### src/rtl/stop_seq_pkg.sv
package stop_seq_pkg;
   typedef enum logic [2:0] {
      ST_RUN    = 3'd0,
      ST_DEFER  = 3'd1,
      ST_FULL   = 3'd2,
      ST_PSEUDO = 3'd3,
      ST_OSCW   = 3'd4,
      ST_COPSVC = 3'd5
   } seq_state_t;
endpackage

### src/rtl/stop_wake_class.sv
module stop_wake_class #(
   parameter int N_IRQ = 4
) (
   input  logic             nmi_req,
   input  logic             ext_irq,
   input  logic [N_IRQ-1:0] irq_req,
   input  logic [N_IRQ-1:0] irq_mask,
   input  logic [N_IRQ-1:0] irq_to_cop,
   output logic             cpu_wake,
   output logic             cop_wake
);
   logic [N_IRQ-1:0] cpu_hit;
   logic [N_IRQ-1:0] cop_hit;

   generate
      if (N_IRQ < 1) begin : g_bad_n
         $error("stop_wake_class: N_IRQ must be at least 1");
      end
      for (genvar i = 0; i < N_IRQ; i++) begin : g_line
         assign cpu_hit[i] = irq_req[i] & ~irq_mask[i] & ~irq_to_cop[i];
         assign cop_hit[i] = irq_req[i] & ~irq_mask[i] &  irq_to_cop[i];
      end
   endgenerate

   assign cpu_wake = nmi_req | ext_irq | (|cpu_hit);
   assign cop_wake = |cop_hit;
endmodule

### src/rtl/stop_osc_timer.sv
module stop_osc_timer #(
   parameter int CNT_W = 8
) (
   input  logic             clk,
   input  logic             rst_n,
   input  logic             run_en,
   input  logic [CNT_W-1:0] limit,
   input  logic             osc_ready,
   output logic             done
);
   logic [CNT_W-1:0] cnt_q;

   generate
      if (CNT_W < 1 || CNT_W > 32) begin : g_bad_w
         $error("stop_osc_timer: CNT_W out of range");
      end
   endgenerate

   assign done = run_en & (osc_ready | (cnt_q >= limit));

   always_ff @(posedge clk or negedge rst_n) begin
      if (!rst_n)               cnt_q <= '0;
      else if (run_en && !done) cnt_q <= cnt_q + 1'b1;
      else                      cnt_q <= '0;
   end

   p_cnt_bound_r9: assert property (@(posedge clk) disable iff (!rst_n)
      run_en |-> (cnt_q <= limit));
   p_idle_clear_r9: assert property (@(posedge clk) disable iff (!rst_n)
      !run_en |=> (cnt_q == '0));
endmodule

### src/rtl/stop_seq_fsm.sv
module stop_seq_fsm
   import stop_seq_pkg::*;
#(
   parameter bit FAST_WAKE_SUPPORT = 1'b1
) (
   input  logic       clk,
   input  logic       rst_n,
   input  logic       stop_req,
   input  logic       stop_dis,
   input  logic       cop_busy,
   input  logic       cop_fake,
   input  logic       cpu_flag_set,
   input  logic       nvm_busy,
   input  logic       pseudo_sel,
   input  logic       fast_wake_en,
   input  logic       cpu_wake,
   input  logic       cop_wake,
   input  logic       osc_ready,
   input  logic       osc_done,
   output seq_state_t state,
   output logic       fast_sel
);
   seq_state_t state_q, nxt;
   logic       tgt_cop_q, tgt_cop_n;
   logic       svc_blk_q;
   logic       fast_q;
   logic       fast_set;
   logic       fast_ok;
   logic       cop_act;
   seq_state_t stop_tgt;

   generate
      if (FAST_WAKE_SUPPORT) begin : g_fast
         assign fast_ok = fast_wake_en;
      end else begin : g_nofast
         assign fast_ok = 1'b0;
      end
   endgenerate

   assign cop_act  = cop_busy | cop_fake;
   assign stop_tgt = pseudo_sel ? ST_PSEUDO : ST_FULL;

   always_comb begin
      nxt       = state_q;
      tgt_cop_n = tgt_cop_q;
      fast_set  = 1'b0;
      case (state_q)
         ST_RUN: begin
            if (stop_req && !stop_dis)
               nxt = (cop_act || nvm_busy) ? ST_DEFER : stop_tgt;
         end
         ST_DEFER: begin
            if (cpu_wake)                  nxt = ST_RUN;
            else if (!cop_act && !nvm_busy) nxt = stop_tgt;
         end
         ST_PSEUDO: begin
            if (cpu_wake)      nxt = ST_RUN;
            else if (cop_wake) nxt = ST_COPSVC;
         end
         ST_FULL: begin
            if (cpu_wake || cop_wake) begin
               if (fast_ok) begin
                  nxt      = cpu_wake ? ST_RUN : ST_COPSVC;
                  fast_set = 1'b1;
               end else begin
                  nxt       = ST_OSCW;
                  tgt_cop_n = !cpu_wake;
               end
            end
         end
         ST_OSCW: begin
            if (cpu_wake) tgt_cop_n = 1'b0;
            if (osc_done) nxt = (tgt_cop_q && !cpu_wake) ? ST_COPSVC : ST_RUN;
         end
         ST_COPSVC: begin
            if (cpu_wake) nxt = ST_RUN;
            else if (!cop_act) begin
               if (svc_blk_q || cpu_flag_set) nxt = ST_RUN;
               else if (nvm_busy)             nxt = ST_DEFER;
               else                           nxt = stop_tgt;
            end
         end
         default: nxt = ST_RUN;
      endcase
   end

   always_ff @(posedge clk or negedge rst_n) begin
      if (!rst_n) begin
         state_q   <= ST_RUN;
         tgt_cop_q <= 1'b0;
         svc_blk_q <= 1'b0;
         fast_q    <= 1'b0;
      end else begin
         state_q   <= nxt;
         tgt_cop_q <= tgt_cop_n;
         if (nxt == ST_COPSVC && state_q != ST_COPSVC)
            svc_blk_q <= 1'b0;
         else if (state_q == ST_COPSVC && (cpu_flag_set || cop_fake))
            svc_blk_q <= 1'b1;
         if (fast_set)
            fast_q <= 1'b1;
         else if (osc_ready || nxt == ST_FULL || nxt == ST_PSEUDO)
            fast_q <= 1'b0;
      end
   end

   assign state    = state_q;
   assign fast_sel = fast_q;

   p_dis_blocks_r2: assert property (@(posedge clk) disable iff (!rst_n)
      (state_q == ST_RUN && stop_dis) |=> (state_q == ST_RUN));
   p_defer_hold_r4: assert property (@(posedge clk) disable iff (!rst_n)
      (state_q == ST_DEFER && !cpu_wake && (cop_busy || cop_fake || nvm_busy))
      |=> (state_q == ST_DEFER));
   p_defer_cancel_r5: assert property (@(posedge clk) disable iff (!rst_n)
      (state_q == ST_DEFER && cpu_wake) |=> (state_q == ST_RUN));
   p_pseudo_exit_r8: assert property (@(posedge clk) disable iff (!rst_n)
      (state_q == ST_PSEUDO && cpu_wake) |=> (state_q == ST_RUN));
   p_fast_origin_r10: assert property (@(posedge clk) disable iff (!rst_n)
      $rose(fast_q) |-> ($past(state_q) == ST_FULL));
   p_blocked_svc_r12: assert property (@(posedge clk) disable iff (!rst_n)
      (state_q == ST_COPSVC && svc_blk_q && !cop_busy && !cop_fake)
      |=> (state_q == ST_RUN));
endmodule

### src/rtl/stop_seq_top.sv
module stop_seq_top
   import stop_seq_pkg::*;
#(
   parameter int N_IRQ             = 4,
   parameter int CNT_W             = 8,
   parameter bit FAST_WAKE_SUPPORT = 1'b1
) (
   input  logic             clk,
   input  logic             rst_n,
   input  logic             stop_req,
   input  logic             stop_dis,
   input  logic             cop_busy,
   input  logic             cop_fake,
   input  logic             cpu_flag_set,
   input  logic             nvm_busy,
   input  logic             pseudo_sel,
   input  logic             fast_wake_en,
   input  logic             nmi_req,
   input  logic             ext_irq,
   input  logic [N_IRQ-1:0] irq_req,
   input  logic [N_IRQ-1:0] irq_mask,
   input  logic [N_IRQ-1:0] irq_to_cop,
   input  logic             osc_ready,
   input  logic [CNT_W-1:0] startup_limit,
   input  logic             cfg_api_en,
   input  logic             cfg_adc_en,
   input  logic             cfg_rti_en,
   input  logic             cfg_wdog_en,
   output logic             sys_clk_en,
   output logic             osc_en,
   output logic             in_full_stop,
   output logic             in_pseudo_stop,
   output logic             wk_api_en,
   output logic             wk_adc_en,
   output logic             wk_rti_en,
   output logic             wk_wdog_en,
   output logic             pll_fast_sel
);
   logic       cpu_wake, cop_wake, osc_done;
   seq_state_t st;
   logic       any_stop;

   stop_wake_class #(.N_IRQ(N_IRQ)) u_class (
      .nmi_req    (nmi_req),
      .ext_irq    (ext_irq),
      .irq_req    (irq_req),
      .irq_mask   (irq_mask),
      .irq_to_cop (irq_to_cop),
      .cpu_wake   (cpu_wake),
      .cop_wake   (cop_wake)
   );

   stop_osc_timer #(.CNT_W(CNT_W)) u_timer (
      .clk       (clk),
      .rst_n     (rst_n),
      .run_en    (st == ST_OSCW),
      .limit     (startup_limit),
      .osc_ready (osc_ready),
      .done      (osc_done)
   );

   stop_seq_fsm #(.FAST_WAKE_SUPPORT(FAST_WAKE_SUPPORT)) u_fsm (
      .clk          (clk),
      .rst_n        (rst_n),
      .stop_req     (stop_req),
      .stop_dis     (stop_dis),
      .cop_busy     (cop_busy),
      .cop_fake     (cop_fake),
      .cpu_flag_set (cpu_flag_set),
      .nvm_busy     (nvm_busy),
      .pseudo_sel   (pseudo_sel),
      .fast_wake_en (fast_wake_en),
      .cpu_wake     (cpu_wake),
      .cop_wake     (cop_wake),
      .osc_ready    (osc_ready),
      .osc_done     (osc_done),
      .state        (st),
      .fast_sel     (pll_fast_sel)
   );

   assign in_full_stop   = (st == ST_FULL);
   assign in_pseudo_stop = (st == ST_PSEUDO);
   assign any_stop       = in_full_stop | in_pseudo_stop;
   assign sys_clk_en     = (st == ST_RUN) | (st == ST_DEFER) | (st == ST_COPSVC);
   assign osc_en         = !in_full_stop;
   assign wk_api_en      = any_stop & cfg_api_en;
   assign wk_adc_en      = any_stop & cfg_adc_en;
   assign wk_rti_en      = in_pseudo_stop & cfg_rti_en;
   assign wk_wdog_en     = in_pseudo_stop & cfg_wdog_en;

   p_stop_exclusive_r3: assert property (@(posedge clk) disable iff (!rst_n)
      !(in_full_stop && in_pseudo_stop));
   p_full_quiet_r6: assert property (@(posedge clk) disable iff (!rst_n)
      in_full_stop |-> (!osc_en && !sys_clk_en && !wk_rti_en && !wk_wdog_en));
   p_oscwait_gated_r9: assert property (@(posedge clk) disable iff (!rst_n)
      (in_full_stop && cpu_wake && !fast_wake_en) |=> (!sys_clk_en && osc_en));
endmodule

### config.mk
export PLATFORM = sky130hd
export DESIGN_NAME = stop_seq_top
export DESIGN_NICKNAME = d
export VERILOG_FILES = /design/src/rtl/stop_seq_pkg.sv /design/src/rtl/stop_wake_class.sv /design/src/rtl/stop_osc_timer.sv /design/src/rtl/stop_seq_fsm.sv /design/src/rtl/stop_seq_top.sv
export SDC_FILE = /design/constraint.sdc
export NUM_CORES = 1
export LEC_CHECK = 0
export ABC_AREA = 1
export BUFFER_PORTS_ARGS = -buffer_cell sky130_fd_sc_hd__buf_2
export CORE_MARGIN = 5
export CORE_UTILIZATION = 48
export DETAILED_ROUTE_END_ITERATION = 16
export PLACE_DENSITY = 0.79
export RECOVER_POWER = 100
export SYNTH_ARGS = -nofsm -noshare
export SYNTH_HDL_FRONTEND = slang
export SYNTH_SLANG_ARGS = --single-unit
### constraint.sdc
create_clock -name clk -period 2.1 [get_ports clk]
set_input_delay 0.21 -clock clk [delete_from_list [all_inputs] [get_ports clk]]
set_output_delay 0.21 -clock clk [all_outputs]
set_load 0.05 [all_outputs]
==> flow_summary.ini, run 1 <==
[drt]
detail_route.vias_per_cell = 4.67
vias = 1227
drc = 0
initialDrtViolationCount = 37
detail_route.wl_per_cell_um = 10.0
ant_nets = 0
dr.pass1.iters = 4
wirelength_um = 2630

[run]
drv_cap = 0

[finish]
drive_gt1_frac = 0.223
utilization = 0.612
final_cell_area_sq_mm = 0.00149
fillers = 250
stdcell_count = 263
num_antenna_cells = 0
synthToLayoutAreaGrowth_pct = 24.3
nNetsFinal = 280

[clocking]
clk_latency_ns = 0.28
cts-root-buf = clkbuf_4
cts_sinks = 14
postCtsSetupBuffers = 0
clock_path_buffers = 2
cts.clk_slew.worst_paths_ns = 0.08
cts_tree = yes
h-tree-depth = 1
cts_buffers = 3

[setup_path]
path_max_fanout = 5
start_kind = flip-flop
cp-end-kind = output port
path_class = flip-flop to output port
reg2reg_from = u_timer.cnt_q[5]$_DFF_PN0_
startpoint = u_fsm.state[2]$_DFF_PN0_
arrival_ns = 1.65
crit_required_ns = 1.89

[power]
finalPower_mw = 0.608
powerDensity_mw_per_mm2 = 408
sw_frac_of_total = 0.282
switching_power_mw = 0.171
max-vdd-ir-drop_mv = 0.365
clkPwrFrac = 0.315
p_leak_nw = 0.901
pwr-share-seq = 0.466
power.internal_mw = 0.437
pwr-share-comb = 0.219

[logic_synthesis]
synth-main-ff-cell = dfrtp_1
yosys.area_share.xor_xnor = 0.0146
synth.top_cells.by_count = nand2_1, inv_1, nor2_1, dfrtp_1, nand3_1
avgSynthCellArea_sq_um = 6.54
synth_mux_area_frac = 0
synth-seq-area-share = 0.293
synth-compound-area-share = 0.0637
yosys_warnings = 0
syn_inst = 183
ys_seq_elements = 14
yosys.area.top_type_share = 0.293
synth_nets = 229
synth_fa_ha_area_frac = 0.0940
synth-simple-area-share = 0.400
yosysMostFrequentCell = nand2_1
ys_types = 26
async_flop_share = 1.00
syn_area_sq_mm = 0.00120
ys_top_cells_by_area = dfrtp_1, nand2_1, inv_1, ha_1, nor2_1
yosys.area.top_type = dfrtp_1
synth_edf_count = 0
synth_top_family_by_area = simple AND/OR/NAND/NOR gates

[grt]
grt_pass1_vias = 1085
antenna_found_initial = 0
grt_usage = 0.152
grt_max_degree = 15
grt_pass1_wl_um = 4200
grt-ovfl-total = 0

[timing]
fin_crit_ns = 1.86
post-route-period-util = 0.886
finalMaxSlewViolations = 0
hold_ws_ns = 0.211
maxSlewHeadroom = 0.507
fmax_mhz = 537
fin_ws_ns = 0.239
hold_viol = 0
finClkSkew_ns = 0.000770
tns_ns = 0
max_slew.worst_pin.slew_ns = 0.740
rsz0062_at_grt = no
setup_violations = 0

[place]
post-place-ws_ns = 0.379
place_hpwl_um = 2250
numPlacedInstances = 258
place_area_sq_mm = 0.00146
place_congestion = 0.861
io_buffers = 45

[run_status]
status = finished clean

[floorplan]
die_area_sq_mm = 0.00359
die_h_um = 59.9
core_area_sq_mm = 0.00243
die_x_um = 59.9
start_util = 0.492
pin_count = 46
rows = 18

[min_path]
hp-class = input pin to flip-flop
hp-start = osc_ready
## power groups by stage
stage                     logic [mW]  registers (mW)  clock network [mW]
after floorplan               0.0759           0.290                   0
after global placement         0.131           0.290                   0
after detailed placement       0.134           0.289                   0
after CTS                      0.136           0.284               0.197
after global routing           0.151           0.286               0.212
final                          0.133           0.284               0.192
## cell usage in the layout, fill, tap and decap left out, drive strengths merged, types with 5 or more instances in the layout
cell type / count
nand2: 45
inv: 42
buf: 35
nor2: 29
nand3: 16
dfrtp: 14
clkbuf: 14
ha: 9
a21oi: 5
nor3: 5
## path summary, 6_finish.rpt
check,cells after the start,slack (ns),endpoint
max,6,0.24,wk_rti_en
min,3,0.21,u_fsm.fast_sel$_DFFE_PN0P_
max reg2reg,11,0.35,u_fsm.svc_blk_q$_DFFE_PN0P_
min reg2reg,1,0.49,u_timer.cnt_q[0]$_DFF_PN0_
max in group asynchronous,2,1.13,u_fsm.state[2]$_DFF_PN0_
min in group asynchronous,2,0.51,u_timer.cnt_q[4]$_DFF_PN0_
## flip-flops by register name (all words and copies together), names as in the netlist
signal / count
u_fsm.fast_sel: 1
u_fsm.state: 3
u_fsm.tgt_cop_q: 1
u_timer.cnt_q: 8
u_fsm.svc_blk_q: 1
## logic make-up (layout without fill, tap and decap cells)
| kind of cell | after synthesis | in the layout |
|---|---|---|
| DFF | 14 | 14 |
| and+or+nand+nor | 102 | 102 |
| buffers and inverters | 43 | 93 |
| AOI/OAI and AO/OA | 13 | 13 |
| adders and majority gates | 9 | 9 |
| xor gates and xnor gates | 2 | 2 |
## what timing repair did
item                                    4_1_cts  5_1_grt
endpoints found under the setup margin        0        0
hold buffers                                  1        0
endpoints found under the hold margin        14        0
gates resized for setup                       0        0
## area by class of cell
cell class              count  area, sq um  area share
flip-flops and latches     14          350       0.235
multi-input cells         126          681       0.457
inverters                  43          161       0.108
clock buffers               4         36.3      0.0244
well taps                  30         37.5      0.0252
repair buffers             46          223       0.150
## critical path: stages (launching register included)
cell      delay, ns
dfrtp_1        0.42
inv_2          0.10
nand2_2        0.10
nor2_2         0.13
inv_1          0.06
nor2_1         0.08
clkbuf_1       0.47
## routing by layer
layer	part of all wire	global-route usage
met1	0.43	0.182
met3	0.091	0.0238
met4	0.014	0.0665
met5	0	0
met2	0.47	0.265
Note: power is estimated with default switching activity, not from simulation.
==> run 2: changes to the inputs <==
--- a/config.mk
+++ b/config.mk
@@ -8,9 +8,9 @@
 export ABC_AREA = 1
 export BUFFER_PORTS_ARGS = -buffer_cell sky130_fd_sc_hd__buf_2
 export CORE_MARGIN = 5
-export CORE_UTILIZATION = 48
+export CORE_UTILIZATION = 44
 export DETAILED_ROUTE_END_ITERATION = 16
-export PLACE_DENSITY = 0.79
+export PLACE_DENSITY = 0.73
 export RECOVER_POWER = 100
 export SYNTH_ARGS = -nofsm -noshare
 export SYNTH_HDL_FRONTEND = slang
==> flow_summary.ini, run 2 (synthesized netlist as in run 1, its figures left out) <==
[place]
place_hpwl_um = 2090
place_congestion = 0.829
io_buffers = 45
place_area_sq_mm = 0.00146
post-place-ws_ns = 0.394

[floorplan]
start_util = 0.446
die_h_um = 62.2
pin_count = 46
die_area_sq_mm = 0.00386
die_x_um = 62.2
rows = 19
core_area_sq_mm = 0.00269

[clocking]
cts-root-buf = clkbuf_4
cts_hold_buf = 1
cts_tree = yes
cts_resized = 0
postCtsSetupBuffers = 0
cts.clk_slew.worst_paths_ns = 0.08
clock_path_buffers = 2
clk_latency_ns = 0.27
cts_buffers = 3
h-tree-depth = 1
cts_sinks = 14

[drt]
ant_nets = 0
drc = 0
route.met3.wl_um = 206
vias = 1221
initialDrtViolationCount = 33
wirelength_um = 2470
detail_route.wl_per_cell_um = 9.40
route.met2.wl_um = 1130
top_layer = met4
dr.pass1.iters = 4
met1Wirelength_um = 1100
detail_route.vias_per_cell = 4.64

[setup_path]
cp-end-kind = output port
path_max_fanout = 5
start_kind = flip-flop
max_stage_delay_ns = 0.47
crit_chain = inv_2, nand2_2, nor2_2, inv_1, nor2_1, clkbuf_1
path_class = flip-flop to output port
crit_required_ns = 1.89
crit_slowest_cell = clkbuf_1
arrival_ns = 1.64

[min_path]
hp-class = input pin to flip-flop

[grt]
antenna_found_initial = 0
grt_pass1_wl_um = 4200
grt_usage = 0.127
grt_max_degree = 15
grt-ovfl-total = 0
grt_pass1_vias = 1067

[finish]
largest_reg_flops = 8
final_cell_mix = nand2_1, inv_1, buf_2
nNetsFinal = 280
top_register = u_timer.cnt_q
fillers = 283
num_antenna_cells = 0
drive_gt1_frac = 0.224
layout_commonest_cell = nand2_1
final_cell_area_sq_mm = 0.00148
synthToLayoutAreaGrowth_pct = 23.5

[timing]
tns_ns = 0
fin_crit_ns = 1.85
fmax_mhz = 540
post-route-period-util = 0.882
max_slew.worst_pin.slew_ns = 0.739
finClkSkew_ns = 0.00125
fin_ws_ns = 0.248
finalMaxSlewViolations = 0
rsz0062_at_grt = no
maxSlewHeadroom = 0.507
setup_violations = 0
hold_viol = 0

[power]
max-vdd-ir-drop_mv = 0.276
p_leak_nw = 0.892
powerDensity_mw_per_mm2 = 379

[run_status]
status = finished clean

[run]
drv_cap = 0
==> run 2: cell types whose count changed in the layout (fill, tap and decap cells not counted) <==
cell	previous run	this run
inv_1	37	38
or2_1	1	0
nand2_1	44	43
clkinv_1	1	0
nand2_2	1	2
or2_0	0	1
clkbuf_8	1	0
==> run 2: routing by layer <==
| layer | global-route usage | vias to the layer above |
|---|---|---|
| met5 | 0 | - |
| met4 | 0.0488 | 0 |
| li1 | - | 664 |
| met1 | 0.146 | 517 |
| met3 | 0.0360 | 5 |
| met2 | 0.222 | 35 |
==> run 2: stage by stage <==
stage | total power [mW] | instances | util | hold WS, ns
global placement | 0.420 | 259 | 0.544 | 0.116
global route | 0.603 | 263 | 0.551 | 0.227
detailed placement | 0.421 | 259 | 0.544 | 0.119
floorplan | 0.366 | 183 | - | -0.0856
finish | 0.560 | 263 | 0.551 | 0.214
CTS | 0.573 | 263 | 0.556 | 0.208
==> run 2: area by class of cell <==
cell class	count	area, sq um	share of cell area
Multi-Input combinational cell	126	683	0.462
Sequential cell	14	350	0.237
Timing Repair Buffer	46	223	0.151
Inverter	43	161	0.109
Tap cell	31	38.8	0.0262
Clock buffer	3	22.5	0.0152
==> run 2: worst paths after layout <==
path	start	endpoint	slack [ns]	depth (start not counted)
min	fast_wake_en	u_fsm.fast_sel$_DFFE_PN0P_	0.21	3
min in group asynchronous	rst_n	u_fsm.state[0]$_DFF_PN0_	0.51	2
min reg2reg	u_timer.cnt_q[0]$_DFF_PN0_	u_timer.cnt_q[0]$_DFF_PN0_	0.49	1
max	u_fsm.state[2]$_DFF_PN0_	wk_rti_en	0.25	6
max reg2reg	u_timer.cnt_q[5]$_DFF_PN0_	u_fsm.svc_blk_q$_DFFE_PN0P_	0.37	11
max in group asynchronous	rst_n	u_timer.cnt_q[3]$_DFF_PN0_	1.12	2
==> run 2: worst max-delay path, delay by kind of cell, from the launching register on <==
family        cells  cell delay (ns)
buf+inv           3             0.64
flops             1             0.43
simple gates      3             0.29
==> run 2: power by group <==
group / internal (mW) / total (mW) / switching, mW / leakage [nW]
combinational: 0.0542 / 0.130 / 0.0758 / 0.684
sequential: 0.277 / 0.285 / 0.00782 / 0.194
clock: 0.0664 / 0.145 / 0.0790 / 0.0138
total: 0.397 / 0.560 / 0.163 / 0.892
==> run 3: changes to the inputs <==
--- a/config.mk
+++ b/config.mk
@@ -5,13 +5,13 @@
 export SDC_FILE = /design/constraint.sdc
 export NUM_CORES = 1
 export LEC_CHECK = 0
-export ABC_AREA = 1
 export BUFFER_PORTS_ARGS = -buffer_cell sky130_fd_sc_hd__buf_2
 export CORE_MARGIN = 5
-export CORE_UTILIZATION = 44
+export CORE_UTILIZATION = 38
 export DETAILED_ROUTE_END_ITERATION = 16
-export PLACE_DENSITY = 0.73
+export PLACE_DENSITY = 0.65
 export RECOVER_POWER = 100
+export SETUP_SLACK_MARGIN = 0.1
 export SYNTH_ARGS = -nofsm -noshare
 export SYNTH_HDL_FRONTEND = slang
 export SYNTH_SLANG_ARGS = --single-unit
==> flow_summary.ini, run 3 <==
[run_status]
status = finished clean

[timing]
maxSlewHeadroom = 0.473
rsz0062_at_grt = no
fmax_mhz = 532
tns_ns = 0
fin_crit_ns = 1.88
setup_violations = 0
post-route-period-util = 0.894
finClkSkew_ns = 0.000971
max_slew.worst_pin.slew_ns = 0.791
finalMaxSlewViolations = 0
hold_viol = 0

[logic_synthesis]
yosys.area_share.xor_xnor = 0.0459
ys_seq_elements = 14
yosysMostFrequentCell = nor2_1
synth_edf_count = 0
synth-seq-area-share = 0.306
synth-simple-area-share = 0.278
yosys_warnings = 0
ys_types = 44
synth_nets = 180
synth_mux_area_frac = 0
avgSynthCellArea_sq_um = 8.55
synth_top_family_by_area = simple AND/OR/NAND/NOR gates
yosys.area.top_type_share = 0.306
ys_top_cells_by_area = dfrtp_1, ha_1, nor2_1, inv_1, xor2_1
synth.top_cells.by_count = nor2_1, inv_1, dfrtp_1, ha_1
syn_area_sq_mm = 0.00115
async_flop_share = 1.00
synth-main-ff-cell = dfrtp_1
synth-compound-area-share = 0.212
yosys.area.top_type = dfrtp_1
synth_fa_ha_area_frac = 0.0983
syn_inst = 134

[min_path]
worstHoldPathCells = 2
hp-class = input pin to flip-flop
hp-start = fast_wake_en
min_to = u_fsm.fast_sel$_DFFE_PN0P_

[place]
place_hpwl_um = 2370
place_congestion = 0.848
place_area_sq_mm = 0.00144
io_buffers = 45

[run]
drv_cap = 0

[clocking]
cts.clk_slew.worst_paths_ns = 0.09
cts_buffers = 3
postCtsSetupBuffers = 0
clock_path_buffers = 2
h-tree-depth = 1
cts_tree = yes
cts_sinks = 14
cts-root-buf = clkbuf_4
clk_latency_ns = 0.28

[power]
pwr-share-comb = 0.212
powerDensity_mw_per_mm2 = 422
switching_power_mw = 0.173
max-vdd-ir-drop_mv = 0.154
power.internal_mw = 0.447
p_leak_nw = 0.747
clkPwrFrac = 0.325
pwr-share-seq = 0.463
sw_frac_of_total = 0.279

[drt]
wirelength_um = 2910
drc = 0
dr.pass1.iters = 4
initialDrtViolationCount = 64
detail_route.wl_per_cell_um = 13.2
ant_nets = 0
detail_route.vias_per_cell = 5.26
vias = 1157

[finish]
final_cell_area_sq_mm = 0.00147
largest_reg_flops = 8
layout_commonest_cell = buf_2
synthToLayoutAreaGrowth_pct = 28.1
multiInputGateArea_sq_um = 726
nNetsFinal = 234
final_cell_mix = buf_2, nor2_1, inv_1
final-seq-area_sq_um = 350
drive_gt1_frac = 0.299
fillers = 289
top_register = u_timer.cnt_q
num_antenna_cells = 0

[floorplan]
die_h_um = 64.9
die_area_sq_mm = 0.00421
start_util = 0.385
die_x_um = 64.9
rows = 20
pin_count = 46
core_area_sq_mm = 0.00298

[setup_path]
crit_slowest_cell = dfrtp_1
r2r_setup_slack_ns = 0.25
path_class = flip-flop to output port
r2r-end = u_fsm.fast_sel$_DFFE_PN0P_
cp-end-kind = output port
start_kind = flip-flop
path_max_fanout = 7
crit_chain = and2b_2, and2_1, clkbuf_1
reg2reg_depth = 5
crit_required_ns = 1.89
max_stage_delay_ns = 0.54
reg2reg_from = u_fsm.state[1]$_DFF_PN0_
arrival_ns = 1.67

[grt]
grt_pass1_wl_um = 5020
antenna_found_initial = 0
grt_max_degree = 15
grt_usage = 0.151
grt-ovfl-total = 0
grt_pass1_vias = 1185
[run 3: changes by cell type after synthesis, sizes merged, moves of 3 or more]
cell	change
nand2	-43
inv	-26
nor2	-11
nand3	-10
nand2b	+6
and2	+3
and3	+3
nor2b	+3
xor2	+3
[run 3: final cells by class]
type,instances,area share
timing repair buffer,50,0.171
inverter,17,0.0435
clock buffer,4,0.0247
sequential,14,0.239
tap,33,0.0281
multi-input combinational,102,0.494
[run 3: stage by stage]
| stage | utilization | total power, mW | cells | setup WS [ns] | hold WS, ns |
|---|---|---|---|---|---|
| detailed placement | 0.484 | 0.421 | 215 | 0.219 | 0.127 |
| global placement | 0.484 | 0.418 | 215 | 0.259 | 0.122 |
| finish | 0.493 | 0.619 | 220 | 0.222 | 0.221 |
| global route | 0.493 | 0.654 | 220 | 0.137 | 0.223 |
| floorplan | - | 0.362 | 134 | 0.244 | -0.0856 |
| CTS | 0.499 | 0.619 | 220 | 0.200 | 0.217 |
[run 3: how the worst max path moves through the flow]
stage,start,endpoint,slack [ns]
final,u_fsm.state[1]$_DFF_PN0_,wk_adc_en,0.22
after global routing,u_fsm.state[2]$_DFF_PN0_,in_pseudo_stop,0.14
after CTS,u_timer.cnt_q[0]$_DFF_PN0_,u_fsm.svc_blk_q$_DFFE_PN0P_,0.20
after detailed placement,u_timer.cnt_q[0]$_DFF_PN0_,u_fsm.svc_blk_q$_DFFE_PN0P_,0.22
after global placement,u_timer.cnt_q[0]$_DFF_PN0_,u_fsm.svc_blk_q$_DFFE_PN0P_,0.26
after floorplan,u_timer.cnt_q[0]$_DFF_PN0_,u_fsm.svc_blk_q$_DFFE_PN0P_,0.24
[run 3: critical path: cells and delay by family, from the launching register on]
kind,cells,cell delay (ns)
buffers and inverters,1,0.47
AND/OR/NAND/NOR,2,0.37
flip-flops,1,0.54
[run 3: metal layers]
metal  up-vias  share of wire  GRT usage
met4         0          0.014     0.0475
met1       522           0.43      0.186
met3         7          0.059     0.0277
met5         -              0          0
met2        43           0.50      0.266
li1        585              -          -
[run 3: cell families after synthesis]
| family | count (synthesis) |
|---|---|
| AND/OR/NAND/NOR | 56 |
| AO/OA/AOI/OAI | 31 |
| XOR/XNOR | 6 |
| flip-flops | 14 |
| buffers and inverters | 18 |
| adder cells (fa/ha/maj) | 9 |
[run 3: power groups by stage]
stage / combinational (mW) / clock [mW] / sequential [mW]
after detailed placement: 0.130 / 0 / 0.291
after global placement: 0.126 / 0 / 0.292
final: 0.131 / 0.201 / 0.287
after floorplan: 0.0722 / 0 / 0.290
after CTS: 0.132 / 0.201 / 0.286
after global routing: 0.151 / 0.215 / 0.288
[run 3: what timing repair did]
item | in CTS | in global routing
resized for setup | 0 | 3
endpoints found under the setup margin | 0 | 5
hold buffers | 1 | 0
hold endpoints to repair | 14 | 0
